==> src/rtl/eeld_pkg.sv <==
package eeld_pkg;

  // Strobes from the sequencer to the datapath.
  typedef struct packed {
    logic shiftIn;    // sample eeDo into the word shifter
    logic storeWord;  // commit shifted word to the byte file
    logic finish;     // latch the checksum compare result
    logic clear;      // new load begins: clear the error flag
  } eeld_strobe_t;

  typedef enum logic [1:0] {
    ST_RUN    = 2'd0,
    ST_FINISH = 2'd1,
    ST_DONE   = 2'd2
  } eeld_state_e;

endpackage

==> src/rtl/eeld_ctrl.sv <==
module eeld_ctrl
  import eeld_pkg::*;
#(
  parameter int CLK_DIV   = 4,
  parameter int NUM_WORDS = 16,
  parameter int ADDR_BITS = 6,
  parameter int WORD_W    = 16,
  localparam int IDXW     = $clog2(NUM_WORDS)
) (
  input  logic            clk,
  input  logic            rstN,
  input  logic            start,
  output logic            eeCs,
  output logic            eeSk,
  output logic            eeDi,
  output logic            done,
  output logic [IDXW-1:0] wordIdx,
  output eeld_strobe_t    strb
);

  localparam int CMD_BITS = 3 + ADDR_BITS;
  localparam int PH_CMD0  = 2;
  localparam int PH_GAP   = PH_CMD0 + 2 * CMD_BITS;
  localparam int PH_DAT0  = PH_GAP + 1;
  localparam int PH_LAST  = PH_DAT0 + 2 * WORD_W - 1;
  localparam int PHW      = $clog2(PH_LAST + 1);
  localparam int DIVW     = (CLK_DIV > 1) ? $clog2(CLK_DIV) : 1;

  localparam logic [PHW-1:0]  P_CMD0 = PHW'(PH_CMD0);
  localparam logic [PHW-1:0]  P_GAP  = PHW'(PH_GAP);
  localparam logic [PHW-1:0]  P_DAT0 = PHW'(PH_DAT0);
  localparam logic [PHW-1:0]  P_LAST = PHW'(PH_LAST);
  localparam logic [DIVW-1:0] D_LAST = DIVW'(CLK_DIV - 1);
  localparam logic [IDXW-1:0] W_LAST = IDXW'(NUM_WORDS - 1);

  eeld_state_e     state;
  logic [PHW-1:0]  phase;
  logic [DIVW-1:0] divCnt;
  logic            tick;
  logic            running;
  logic [PHW-1:0]  cmdOff;
  logic [PHW-1:0]  datOff;
  logic [CMD_BITS-1:0] cmdVec;
  logic [CMD_BITS-1:0] cmdShift;
  logic            inCmd;
  logic            inDat;

  assign running  = (state == ST_RUN);
  assign tick     = (divCnt == D_LAST);
  assign cmdOff   = phase - P_CMD0;
  assign datOff   = phase - P_DAT0;
  assign cmdVec   = {3'b110, ADDR_BITS'(wordIdx)};
  assign cmdShift = cmdVec << (cmdOff >> 1);
  assign inCmd    = running && (phase >= P_CMD0) && (phase < P_GAP);
  assign inDat    = running && (phase >= P_DAT0);

  // Serial line decode from the phase counter.
  always_comb begin
    eeCs = running && (phase != '0);
    eeSk = 1'b0;
    eeDi = 1'b0;
    if (inCmd) begin
      eeDi = cmdShift[CMD_BITS-1];
      eeSk = cmdOff[0];
    end else if (inDat) begin
      eeSk = ~datOff[0];
    end
  end

  always_comb begin
    strb.clear     = start;
    strb.shiftIn   = !start && inDat && tick && datOff[0];
    strb.storeWord = !start && running && tick && (phase == P_LAST);
    strb.finish    = !start && (state == ST_FINISH);
  end

  assign done = (state == ST_DONE);

  always_ff @(posedge clk or negedge rstN) begin
    if (!rstN) begin
      state   <= ST_RUN;
      phase   <= '0;
      divCnt  <= '0;
      wordIdx <= '0;
    end else if (start) begin
      state   <= ST_RUN;
      phase   <= '0;
      divCnt  <= '0;
      wordIdx <= '0;
    end else begin
      case (state)
        ST_RUN: begin
          divCnt <= tick ? '0 : divCnt + 1'b1;
          if (tick) begin
            if (phase == P_LAST) begin
              phase <= '0;
              if (wordIdx == W_LAST) state <= ST_FINISH;
              else                   wordIdx <= wordIdx + 1'b1;
            end else begin
              phase <= phase + 1'b1;
            end
          end
        end
        ST_FINISH: state <= ST_DONE;
        default:   state <= ST_DONE;
      endcase
    end
  end


  sk_needs_cs_chk: assert property (@(posedge clk) disable iff (!rstN)
    eeSk |-> eeCs);


  di_stable_chk: assert property (@(posedge clk) disable iff (!rstN)
    (eeSk && $past(eeSk)) |-> $stable(eeDi));


  done_lines_low_chk: assert property (@(posedge clk) disable iff (!rstN)
    done |-> (!eeCs && !eeSk && !eeDi));


  done_hold_chk: assert property (@(posedge clk) disable iff (!rstN)
    (done && !start) |=> done);


  start_drops_done_chk: assert property (@(posedge clk) disable iff (!rstN)
    start |=> !done);

endmodule

==> src/rtl/eeld_datapath.sv <==
module eeld_datapath
  import eeld_pkg::*;
#(
  parameter int NUM_WORDS = 16,
  parameter int WORD_W    = 16,
  parameter int KEY_FIRST = 4,
  parameter int CKSUM_POS = 17,
  parameter int MAC_POS   = 10,
  localparam int IDXW      = $clog2(NUM_WORDS),
  localparam int NUM_BYTES = NUM_WORDS * 2,
  localparam int BIDXW     = IDXW + 1
) (
  input  logic            clk,
  input  logic            rstN,
  input  eeld_strobe_t    strb,
  input  logic [IDXW-1:0] wordIdx,
  input  logic            eeDo,
  output logic            ckErr,
  output logic [47:0]     stationAddr
);

  logic [WORD_W-1:0] shReg;
  logic [WORD_W-1:0] nextWord;
  logic [7:0]        img [NUM_BYTES];
  logic [7:0]        xorSum;
  logic [BIDXW-1:0]  evenIdx;
  logic [BIDXW-1:0]  oddIdx;

  assign nextWord = {shReg[WORD_W-2:0], eeDo};
  assign evenIdx  = {wordIdx, 1'b0};
  assign oddIdx   = {wordIdx, 1'b1};

  always_ff @(posedge clk or negedge rstN) begin
    if (!rstN) shReg <= '0;
    else if (strb.shiftIn) shReg <= nextWord;
  end

  // First received byte lands at the even index.
  always_ff @(posedge clk or negedge rstN) begin
    if (!rstN) begin
      for (int i = 0; i < NUM_BYTES; i++) img[i] <= '0;
    end else if (strb.storeWord) begin
      img[evenIdx] <= nextWord[WORD_W-1 -: 8];
      img[oddIdx]  <= nextWord[7:0];
    end
  end

  always_comb begin
    xorSum = '0;
    for (int i = KEY_FIRST; i < CKSUM_POS; i++) xorSum ^= img[i];
  end

  always_ff @(posedge clk or negedge rstN) begin
    if (!rstN)             ckErr <= 1'b0;
    else if (strb.clear)   ckErr <= 1'b0;
    else if (strb.finish)  ckErr <= (xorSum != img[CKSUM_POS]);
  end

  for (genvar g = 0; g < 6; g++) begin : g_mac
    assign stationAddr[47-8*g -: 8] = img[MAC_POS+g];
  end


  ckerr_update_chk: assert property (@(posedge clk) disable iff (!rstN)
    !$stable(ckErr) |-> $past(strb.finish || strb.clear));


  store_after_shift_chk: assert property (@(posedge clk) disable iff (!rstN)
    strb.storeWord |-> strb.shiftIn);

endmodule

==> src/rtl/eeprom_image_loader.sv <==
module eeprom_image_loader
  import eeld_pkg::*;
#(
  parameter int CLK_DIV   = 4,
  parameter int NUM_WORDS = 16,
  parameter int ADDR_BITS = 6,
  parameter int KEY_FIRST = 4,
  parameter int CKSUM_POS = 17,
  parameter int MAC_POS   = 10
) (
  input  logic        clk,
  input  logic        rstN,
  input  logic        start,
  output logic        eeCs,
  output logic        eeSk,
  output logic        eeDi,
  input  logic        eeDo,
  output logic        done,
  output logic        ckErr,
  output logic [47:0] stationAddr
);

  localparam int IDXW   = $clog2(NUM_WORDS);
  localparam int WORD_W = 16;

  eeld_strobe_t    strb;
  logic [IDXW-1:0] wordIdx;

  eeld_ctrl #(
    .CLK_DIV(CLK_DIV), .NUM_WORDS(NUM_WORDS),
    .ADDR_BITS(ADDR_BITS), .WORD_W(WORD_W)
  ) i_ctrl (
    .clk(clk), .rstN(rstN), .start(start),
    .eeCs(eeCs), .eeSk(eeSk), .eeDi(eeDi),
    .done(done), .wordIdx(wordIdx), .strb(strb)
  );

  eeld_datapath #(
    .NUM_WORDS(NUM_WORDS), .WORD_W(WORD_W), .KEY_FIRST(KEY_FIRST),
    .CKSUM_POS(CKSUM_POS), .MAC_POS(MAC_POS)
  ) i_dp (
    .clk(clk), .rstN(rstN), .strb(strb), .wordIdx(wordIdx),
    .eeDo(eeDo), .ckErr(ckErr), .stationAddr(stationAddr)
  );

endmodule

==> config.mk <==
export PLATFORM = sky130hd
export DESIGN_NAME = eeprom_image_loader
export DESIGN_NICKNAME = d
export VERILOG_FILES = /design/src/rtl/eeld_pkg.sv /design/src/rtl/eeld_ctrl.sv /design/src/rtl/eeld_datapath.sv /design/src/rtl/eeprom_image_loader.sv
export SDC_FILE = /design/constraint.sdc
export NUM_CORES = 1
export LEC_CHECK = 0
export BUFFER_PORTS_ARGS = -buffer_cell sky130_fd_sc_hd__buf_2
export CELL_PAD_IN_SITES_DETAIL_PLACEMENT = 1
export CELL_PAD_IN_SITES_GLOBAL_PLACEMENT = 2
export CORE_MARGIN = 2
export CORE_UTILIZATION = 38
export DETAILED_ROUTE_END_ITERATION = 8
export PLACE_DENSITY = 0.87
export SLEW_MARGIN = 20
export SYNTH_ARGS = -nofsm -noshare
export SYNTH_HDL_FRONTEND = slang
export SYNTH_SLANG_ARGS = --single-unit
export TNS_END_PERCENT = 30
==> constraint.sdc <==
create_clock -name clk -period 2.4 [get_ports clk]
set_clock_uncertainty 0.15 [all_clocks]
set_input_delay 0.48 -clock clk [delete_from_list [all_inputs] [get_ports clk]]
set_output_delay 0.48 -clock clk [all_outputs]
set_load 0.02 [all_outputs]
==> flow_metrics.py <==
metrics = {
    "run_status": {
        "status": "finished, violations left",
        "violations": "negative setup slack",
    },
    "pwr": {
        "ir_drop_mv": 0.527,
        "seq_power_share_pct": 47.1,
        "intPower_mw": 4.01,
        "p_total_mw": 5.11,
        "power_frac_comb_pct": 2.2,
        "p_switching_mw": 1.10,
        "powerDensity_nw_per_um2": 610,
        "p_sw_share_pct": 21.5,
        "leakage_nw": 4.30,
        "clock_power_share_pct": 50.6,
    },
    "floorplanning": {
        "rows": 50,
        "die_area_um2": 20200,
        "initial_core_util_pct": 38.7,
        "die_width_um": 142,
        "fp.coreArea_um2": 18700,
        "die_h_um": 142,
        "io_pins": 57,
    },
    "worst_setup_path": {
        "cp.required_ns": 1.77,
        "path_class": "reg2out",
        "cp_max_fo": 4,
        "end_kind": "output pin",
        "startpoint": "i_ctrl.phase[2]$_DFFE_PN0P_",
        "r2r-start": "i_ctrl.phase[1]$_DFFE_PN0P_",
        "path_cells": "buf_6 -> nor3_1 -> xnor2_1 -> a21oi_1 -> a2111oi_4 -> buf_4",
        "cp.arrival_ns": 2.03,
        "cpPeakStageDelay_ns": 0.41,
        "cp_slowest_cell": "dfrtp_1",
        "worstSetupStartpointType": "register",
    },
    "sta": {
        "max_slew_margin_pct": 68.9,
        "final.min_clock_period_ns": 2.66,
        "tightest_slew_ns": 0.462,
        "setup_violations": 2,
        "fmax_ghz": 0.376,
        "hold_viol": 0,
        "rsz0062_at_grt": "yes",
        "slew_violations": 0,
        "hold_slack_ns": 0.208,
        "finalCritPeriodShare_pct": 111,
        "layout_setup_ws_ns": -0.256,
    },
    "clock_network": {
        "cts.sinks": 142,
        "htree_levels": 4,
        "clockBufferDepth": 2,
        "clockRootBuffer": "clkbuf_16",
        "cts_tree": "built",
        "clk_pin_slew_worst_paths_ns": 0.06,
        "clk_latency_ns": 0.43,
        "cts_made_buffers": 17,
    },
    "finish": {
        "fillCellCount": 1881,
        "area_delta_synth_final_pct": 15.7,
        "drive_gt1_share_pct": 46.3,
        "antennaDiodeCount": 0,
        "utilization_pct": 44.8,
        "final_nets": 592,
    },
    "synth": {
        "netlist_area_um2": 7240,
        "synth_seq_cells": 142,
        "synth_nets": 550,
        "synth_cell_type_count": 46,
        "synth_edf_count": 0,
        "synthArstFlopShare_pct": 100,
        "synth_cells": 535,
        "seq_area_frac_synth_pct": 49.1,
        "postSynthAreaPerCell_um2": 13.5,
        "ys.flop_type": "dfrtp_1",
        "yosysWarnings": 0,
    },
    "placed_design": {
        "dp_hpwl_mm": 10.8,
        "dp_slack_ns": -0.136,
        "numPortBuffers": 56,
        "gp_congestion": 0.851,
    },
    "route": {
        "dr_total_vias": 4128,
        "dr.pass1.iters": 4,
        "routedWlPerCell_um": 19.6,
        "wl_mm": 16.2,
        "drt_iter0_drc": 139,
        "drc": 0,
        "vias_per_cell": 5.01,
        "ant_nets": 0,
    },
    "grt": {
        "gr-total-overflow": 0,
        "grt_antenna_before_repair": 0,
        "grt_pass1_wl_mm": 26.0,
        "grt_max_degree": 49,
        "grt_pass1_vias": 4726,
        "track_usage_pct": 17.2,
    },
    "worst_hold_path": {
        "hp-start": "start",
        "hold_class": "in2reg",
    },
    "job": {
        "drv_cap": 0,
    },
}
metrics by stage:
stage          TNS, ns  std cells  cell area (µm²)
6_report        -0.465        824             8380
5_1_grt         -0.620        824             8380
4_1_cts         -0.594        821             8320
3_5_place_dp    -0.136        784             7650
3_3_place_gp         0        784             7650
2_1_floorplan        0        535             7260
power groups by stage:
stage	sequential, mW	combinational (mW)	clock (mW)
global placement	2.45	0.106	0
global route	2.41	0.128	2.73
finish	2.41	0.113	2.59
detailed placement	2.45	0.113	0
CTS	2.41	0.116	2.65
floorplan	2.45	0.0332	0
cell families after synthesis:
kind of cell / synth area share (%)
DFF: 49.1
muxes: 19.9
xor gates and xnor gates: 14.2
buffers and inverters: 6.72
and+or+nand+nor: 6.03
AOI/OAI and AO/OA: 2.21
adders and majority gates: 1.90
layout by cell type, fill, tap and decap left out, drive strengths merged, types with 2 or more instances in the layout:
master    count
nand2b        3
buf          88
nand3         7
clkinv        4
nor2         14
xnor2        69
nor3          9
ha           11
inv           5
xnor3        16
nand2        11
clkbuf       22
or3           3
and2          2
a21oi        13
and4b         2
bufinv        2
nor4          3
nor2b         3
xor2          7
o21ai         5
clkinvlp      4
dfrtp       142
mux2        127
per-layer routing:
layer | up-vias | GRT usage (%) | routed length (µm)
met5 | - | 0 | 0
met4 | 0 | 6.00 | 262
met3 | 20 | 4.14 | 536
met2 | 53 | 31.0 | 8610
met1 | 2172 | 19.9 | 6760
li1 | 1883 | - | -
repair_timing:
action | in CTS | in global routing
setup endpoints to repair | 2 | 65
pin swaps | 3 | 3
resized for setup | 13 | 9
setup buffers | 4 | 3
hold endpoints to repair | 45 | 0
hold buffers | 1 | 0
worst max-delay path: cells and delay by family (launching register included):
family | cells | cell delay, ns
compound gates | 2 | 0.42
flops | 1 | 0.41
buf+inv | 2 | 0.33
simple gates | 1 | 0.23
xor+xnor | 1 | 0.20
cells in the mapped netlist (3+ instances only):
| master | instances | area [µm²] |
|---|---|---|
| a21oi_1 | 13 | 65.1 |
| buf_2 | 8 | 40.0 |
| buf_4 | 52 | 390 |
| clkbuf_1 | 4 | 15.0 |
| dfrtp_1 | 142 | 3550 |
| ha_1 | 11 | 138 |
| inv_1 | 5 | 18.8 |
| mux2_2 | 127 | 1430 |
| nand2_1 | 8 | 30.0 |
| nand2_2 | 3 | 18.8 |
| nand2b_1 | 3 | 18.8 |
| nand3_1 | 5 | 25.0 |
| nor2_1 | 13 | 48.8 |
| nor2b_1 | 3 | 18.8 |
| nor3_1 | 8 | 40.0 |
| o21ai_0 | 5 | 25.0 |
| or3_1 | 3 | 18.8 |
| xnor2_1 | 69 | 604 |
| xnor3_1 | 16 | 360 |
| xor2_1 | 7 | 61.3 |
registers in the layout, summed over array words and instances (netlist names):
name and count:
i_ctrl.phase 6, i_dp.shReg 15, i_dp.stationAddr 48, i_ctrl.wordIdx 4, i_dp.ckErr 1, i_dp.img 64
i_ctrl.state 2, i_ctrl.divCnt 2
final timing paths:
path | slack, ns | to | cells past startpoint
max in group asynchronous | 1.07 | i_dp.img[186]$_DFFE_PN0P_ | 3
min in group asynchronous | 0.40 | i_dp.stationAddr[31]$_DFFE_PN0P_ | 2
max reg2reg | 0.09 | i_dp.img[217]$_DFFE_PN0P_ | 8
min reg2reg | 0.38 | i_dp.img[117]$_DFFE_PN0P_ | 1
min | 0.21 | i_ctrl.wordIdx[0]$_DFFE_PN0P_ | 2
max | -0.26 | eeDi | 6
final cells by class:
| type | count | area, µm² | area share [%] |
|---|---|---|---|
| clock buffer | 22 | 464 | 5.54 |
| clock inverter | 10 | 114 | 1.36 |
| inverter | 5 | 18.8 | 0.224 |
| multi-input combinational | 322 | 3300 | 39.3 |
| sequential | 142 | 3560 | 42.4 |
| tap | 234 | 293 | 3.49 |
| timing repair buffer | 89 | 637 | 7.60 |
Note: power is estimated with default switching activity, not from simulation.
